## src/rtl/ifr_pkg.sv

```systemverilog
package ifr_pkg;
  localparam int unsigned BLK_W = 12;
  localparam int unsigned OFS_W = 20;

  typedef enum logic [1:0] {
    SEL_LO   = 2'd0,
    SEL_MID  = 2'd1,
    SEL_HI   = 2'd2,
    SEL_NONE = 2'd3
  } reg_sel_e;

  typedef struct packed {
    logic             en;
    logic [OFS_W-1:0] base;
  } win_t;
endpackage

```

## src/rtl/ifr_regfile.sv

```systemverilog
module ifr_regfile
  import ifr_pkg::*;
#(
  parameter int unsigned NUM_WIN = 8,
  parameter int unsigned IDX_W   = 4
) (
  input  logic                 clk_i,
  input  logic                 rst_ni,
  input  logic                 we_i,
  input  logic [IDX_W-1:0]     win_i,
  input  logic [1:0]           sel_i,
  input  logic [7:0]           wdata_i,
  output win_t [NUM_WIN-1:0]   win_o
);
  for (genvar g = 0; g < NUM_WIN; g++) begin : g_win
    win_t r_q;
    logic hit_w;
    assign hit_w = we_i && (32'(win_i) == 32'(g));
    always_ff @(posedge clk_i or negedge rst_ni) begin
      if (!rst_ni) begin
        r_q <= '0;
      end else if (hit_w) begin
        case (reg_sel_e'(sel_i))
          SEL_LO:  r_q.base[7:0]   <= wdata_i;
          SEL_MID: r_q.base[15:8]  <= wdata_i;
          SEL_HI: begin
            r_q.base[19:16] <= wdata_i[3:0];
            r_q.en          <= wdata_i[7];
          end
          default: ;
        endcase
      end
    end
    assign win_o[g] = r_q;
  end
endmodule

```

## src/rtl/ifr_match.sv

```systemverilog
module ifr_match
  import ifr_pkg::*;
#(
  parameter int unsigned NUM_WIN = 8,
  localparam int unsigned WI_W   = (NUM_WIN > 1) ? $clog2(NUM_WIN) : 1
) (
  input  win_t [NUM_WIN-1:0] win_i,
  input  logic               in_flash_i,
  input  logic [7:0]         page_i,
  output logic               hit_o,
  output logic [WI_W-1:0]    idx_o
);
  logic [NUM_WIN-1:0] hit_vec;

  for (genvar g = 0; g < NUM_WIN; g++) begin : g_cmp
    assign hit_vec[g] = win_i[g].en && (win_i[g].base[OFS_W-1:BLK_W] == page_i);
  end

  // lowest index wins: scan downward so the last assignment is the lowest
  always_comb begin
    idx_o = '0;
    for (int i = NUM_WIN - 1; i >= 0; i--) begin
      if (hit_vec[i]) idx_o = WI_W'(i);
    end
    hit_o = in_flash_i && (|hit_vec);
  end
endmodule

```

## src/rtl/ifr_xlate.sv

```systemverilog
module ifr_xlate
  import ifr_pkg::*;
#(
  parameter int unsigned ADDR_W            = 32,
  parameter logic [ADDR_W-1:0] FLASH_BASE  = 32'h8000_0000,
  parameter int unsigned NUM_WIN           = 8,
  localparam int unsigned WI_W             = (NUM_WIN > 1) ? $clog2(NUM_WIN) : 1,
  localparam logic [ADDR_W-1:0] RAM_BASE   = FLASH_BASE + ADDR_W'(1 << OFS_W),
  localparam logic [ADDR_W-1:0] RAM_SIZE   = ADDR_W'(NUM_WIN) << BLK_W,
  localparam logic [ADDR_W-1:0] FLASH_SIZE = ADDR_W'(1) << OFS_W
) (
  input  logic [ADDR_W-1:0] addr_i,
  input  logic              hit_i,
  input  logic [WI_W-1:0]   idx_i,
  output logic              in_flash_o,
  output logic [7:0]        page_o,
  output logic [ADDR_W-1:0] addr_o,
  output logic              tgt_ram_o,
  output logic              cacheable_o,
  output logic              illegal_o
);
  logic [ADDR_W-1:0] flash_ofs, ram_ofs;
  logic              in_ram;

  assign flash_ofs  = addr_i - FLASH_BASE;
  assign ram_ofs    = addr_i - RAM_BASE;
  assign in_flash_o = flash_ofs < FLASH_SIZE;
  assign in_ram     = ram_ofs < RAM_SIZE;
  assign page_o     = flash_ofs[OFS_W-1:BLK_W];

  always_comb begin
    addr_o      = addr_i;
    tgt_ram_o   = 1'b0;
    cacheable_o = 1'b1;
    illegal_o   = 1'b0;
    if (hit_i) begin
      addr_o      = RAM_BASE + ADDR_W'({idx_i, addr_i[BLK_W-1:0]});
      tgt_ram_o   = 1'b1;
      cacheable_o = 1'b0;
    end else if (in_ram) begin
      illegal_o   = 1'b1;
      cacheable_o = 1'b0;
    end
  end
endmodule

```

## src/rtl/ifr_top.sv

```systemverilog
module ifr_top
  import ifr_pkg::*;
#(
  parameter int unsigned ADDR_W           = 32,
  parameter logic [ADDR_W-1:0] FLASH_BASE = 32'h8000_0000,
  parameter int unsigned NUM_WIN          = 8,
  parameter int unsigned IDX_W            = 4,
  localparam int unsigned WI_W            = (NUM_WIN > 1) ? $clog2(NUM_WIN) : 1
) (
  input  logic              clk_i,
  input  logic              rst_ni,
  input  logic              reg_we_i,
  input  logic [IDX_W-1:0]  reg_win_i,
  input  logic [1:0]        reg_sel_i,
  input  logic [7:0]        reg_wdata_i,
  input  logic [ADDR_W-1:0] fetch_addr_i,
  output logic [ADDR_W-1:0] fetch_addr_o,
  output logic              tgt_ram_o,
  output logic              cacheable_o,
  output logic              illegal_o
);
  win_t [NUM_WIN-1:0] win_w;
  logic [NUM_WIN-1:0] win_en;
  logic               in_flash, hit;
  logic [7:0]         page;
  logic [WI_W-1:0]    idx;

  for (genvar g = 0; g < NUM_WIN; g++) begin : g_en
    assign win_en[g] = win_w[g].en;
  end

  ifr_regfile #(.NUM_WIN(NUM_WIN), .IDX_W(IDX_W)) u_regs (
    .clk_i, .rst_ni,
    .we_i(reg_we_i), .win_i(reg_win_i), .sel_i(reg_sel_i), .wdata_i(reg_wdata_i),
    .win_o(win_w)
  );

  ifr_match #(.NUM_WIN(NUM_WIN)) u_match (
    .win_i(win_w), .in_flash_i(in_flash), .page_i(page), .hit_o(hit), .idx_o(idx)
  );

  ifr_xlate #(.ADDR_W(ADDR_W), .FLASH_BASE(FLASH_BASE), .NUM_WIN(NUM_WIN)) u_xlate (
    .addr_i(fetch_addr_i), .hit_i(hit), .idx_i(idx),
    .in_flash_o(in_flash), .page_o(page),
    .addr_o(fetch_addr_o), .tgt_ram_o, .cacheable_o, .illegal_o
  );
endmodule

```

## config.mk

```make
export PLATFORM = sky130hd
export DESIGN_NAME = ifr_top
export DESIGN_NICKNAME = d
export VERILOG_FILES = /design/src/rtl/ifr_pkg.sv /design/src/rtl/ifr_regfile.sv /design/src/rtl/ifr_match.sv /design/src/rtl/ifr_xlate.sv /design/src/rtl/ifr_top.sv
export SDC_FILE = /design/constraint.sdc
export NUM_CORES = 1
export LEC_CHECK = 0
export ABC_AREA = 1
export CORE_ASPECT_RATIO = 0.6
export CORE_MARGIN = 10
export CORE_UTILIZATION = 45
export CTS_CLUSTER_DIAMETER = 40
export DETAILED_ROUTE_END_ITERATION = 8
export PLACE_DENSITY = 0.71
export SYNTH_ARGS = -nofsm -noshare
export SYNTH_HDL_FRONTEND = slang
export SYNTH_SLANG_ARGS = --single-unit
```

## constraint.sdc

```tcl
create_clock -name clk_i -period 3.3 [get_ports clk_i]
set_clock_uncertainty 0.15 [all_clocks]
set_input_delay 0.99 -clock clk_i [delete_from_list [all_inputs] [get_ports clk_i]]
set_output_delay 0.99 -clock clk_i [all_outputs]
set_load 0.01 [all_outputs]
```

==> results.py <==
metrics = {
    "power": {
        "leakage_nw": 2.85,
        "power_density_nw_per_um2": 442,
        "peakVddDrop_uv": 323,
    },
    "timing": {
        "slew_viol_final": 0,
        "finalHoldViolations": 0,
        "relSlewSlack_pct": 60.1,
        "timing.final.ws_setup_ns": -0.282,
        "rsz0062_at_grt": "yes",
        "setup_viol_count_final": 11,
        "min_period_over_period_pct": 109,
        "finalSetupTns_ns": -2.51,
        "min_period_ns": 3.58,
        "worst_slew_pin_slew_ns": 0.598,
        "max_freq_ghz": 0.279,
    },
    "place": {
        "gp_congestion": 0.902,
        "postPlaceCellArea_um2": 5000,
        "post-dp-hpwl_mm": 9.67,
        "dp.cells": 790,
        "portBuffers": 59,
    },
    "cells_and_area": {
        "mostFrequentLayoutCell": "nand2_1",
        "final_cells": 834,
        "syn_to_final_growth_pct": 36.1,
        "n_antenna_cell": 0,
        "fillers": 815,
        "drive_gt1_share_pct": 26.4,
        "design_area_um2": 5790,
        "largest_reg_flops": 72,
        "final_cell_mix": "nand2_1, dfrtp_1, inv_1",
        "nets": 748,
    },
    "floorplan": {
        "core_um2": 9190,
        "die_w_um": 145,
        "boundaryPins": 84,
        "dieArea_um2": 13900,
        "row_count": 27,
        "start_util_pct": 46.3,
        "die_h_um": 95.3,
    },
    "run_status": {
        "status": "finished with violations",
        "violations": "negative setup slack",
    },
    "worst_setup_path": {
        "cp-start-kind": "input port",
        "cp_max_fo": 6,
        "worstPathArrival_ns": 2.44,
        "critPathKind": "in2out",
        "cp.required_ns": 2.16,
        "critPathCaptureType": "primary output",
    },
    "synthesis": {
        "ys_types": 29,
        "syn_area_per_cell_um2": 6.98,
        "synth_seq_area_share_pct": 42.4,
        "syn_inst": 609,
        "synth_fp_nets": 658,
        "ys_ff_latch": 72,
        "netlist_area_um2": 4250,
        "yosys_warnings": 0,
    },
    "global_routing": {
        "grt_use_total_pct": 19.9,
        "antenna_found_initial": 0,
        "grt_max_degree": 38,
        "grt_first_pass_wirelength_mm": 21.8,
        "grt_pass1_vias": 4146,
        "gr-total-overflow": 0,
    },
    "drt": {
        "antenna_left": 0,
        "dr_wl_met2_mm": 5.52,
        "first_iter_violations": 556,
        "wl_met3_mm": 1.59,
        "wl_met1_mm": 6.39,
        "drc": 0,
        "firstDrtPassIters": 5,
        "vias_per_cell": 5.21,
        "wl_mm": 13.6,
        "wl_per_cell_um": 16.3,
        "highest_layer": "met4",
        "vias": 4341,
    },
    "clocking": {
        "cts_buffers": 9,
        "clk_pin_slew_ns": 0.06,
        "cts.path.max_buffers": 2,
        "root_buffer": "clkbuf_16",
        "cts_sinks": 72,
        "postCtsHoldBufs": 0,
        "tritoncts": "built",
        "worstSkewPairLatency_ns": 0.33,
        "ctsHtreeMaxLevel": 3,
    },
    "flow_run": {
        "cap_violations": 0,
    },
    "worst_hold_path": {
        "worstHoldPathType": "reg2reg",
    },
}
-- cell usage after synthesis --
cell      number  area, µm²
o21ai_1       17       85.1
nand3_2        2       20.0
clkbuf_1      12       45.0
nor4_1         2       12.5
a21boi_0       6       45.0
clkinv_1       1       3.75
buf_6          3       33.8
nor3b_1        1       7.51
nor2_1        41        154
nand2_2       14       87.6
nor3_2         1       10.0
inv_4          4       25.0
nand2_1      210        788
dfrtp_1       72       1800
o21ai_0       64        320
nor3_1         2       10.0
a21oi_1        2       10.0
inv_2          6       22.5
o21ai_2        3       26.3
nand3_1       32        160
xnor2_1        1       8.76
xor2_1        12        105
inv_1         74        278
buf_4         17        128
nand4_1        3       18.8
o21bai_1       1       7.51
nor2_2         4       25.0
buf_2          1       5.00
a21boi_1       1       7.51
-- path summary, 6_finish.rpt --
check                                   from                end  slack, ns  depth (start not counted)
setup / recovery            fetch_addr_i[15]   fetch_addr_o[16]      -0.28                         15
setup reg to reg           u_regs.win_o[143]  u_regs.win_o[143]       2.39                          2
hold / removal              u_regs.win_o[79]   u_regs.win_o[79]       0.36                          2
hold reg to reg             u_regs.win_o[79]   u_regs.win_o[79]       0.36                          2
min in group asynchronous             rst_ni   u_regs.win_o[12]       0.42                          1
max in group asynchronous             rst_ni  u_regs.win_o[162]       1.94                          2
-- critical path: stages --
cell     delay [ns]
buf_8          0.11
buf_12         0.14
inv_8          0.07
nand2_1        0.05
nand2_1        0.06
inv_1          0.04
nand2_2        0.06
nor2_2         0.04
nand3_2        0.08
nand2_2        0.08
o21ai_2        0.20
nand2_2        0.13
buf_6          0.15
nor2_1         0.09
buf_2          0.15
-- stage by stage --
stage               total power, mW  hold WS [ns]  worst slack [ns]  utilization (%)
finish                         2.56         0.357            -0.282             63.0
floorplan                      1.39         0.297            0.0883                -
detailed placement             1.58         0.335             -1.11             54.4
global route                   2.69         0.361            -0.403             63.0
CTS                            2.53         0.349            -0.196             61.5
global placement               1.57         0.325             -1.07             54.4
-- report_power, final --
group / internal, mW / switching, mW
clock: 0.508 / 0.388
combinational: 0.242 / 0.312
sequential: 0.998 / 0.109
-- cell type report --
type | count | area [µm²] | area share, %
sequential | 72 | 1800 | 31.1
timing repair buffer | 110 | 1020 | 17.6
tap | 130 | 163 | 2.81
timing repair inverter | 2 | 16.3 | 0.281
clock inverter | 7 | 47.5 | 0.822
inverter | 85 | 347 | 5.99
multi-input combinational | 419 | 2160 | 37.4
clock buffer | 9 | 225 | 3.89
-- layer usage --
metal / track usage (%) / vias up
li1: - / 2056
met1: 29.1 / 2056
met2: 28.1 / 212
met3: 5.58 / 17
met4: 4.94 / 0
met5: 0 / -
-- cell families (layout without fill, tap and decap cells) --
| family | after synthesis | count (layout) | share of synthesized area, % |
|---|---|---|---|
| AND/OR/NAND/NOR | 312 | 312 | 30.4 |
| flip-flops | 72 | 72 | 42.4 |
| buffers and inverters | 118 | 213 | 12.7 |
| XOR/XNOR | 13 | 13 | 2.68 |
| AO/OA/AOI/OAI | 94 | 94 | 11.8 |
-- timing repair --
| item | 4_1_cts | 5_1_grt |
|---|---|---|
| gates cloned | 7 | 0 |
| setup buffers | 17 | 4 |
| gates resized for setup | 173 | 44 |
| setup endpoints to repair | 13 | 12 |
| pin swaps | 39 | 30 |
Power figures use the tool's default switching activity.
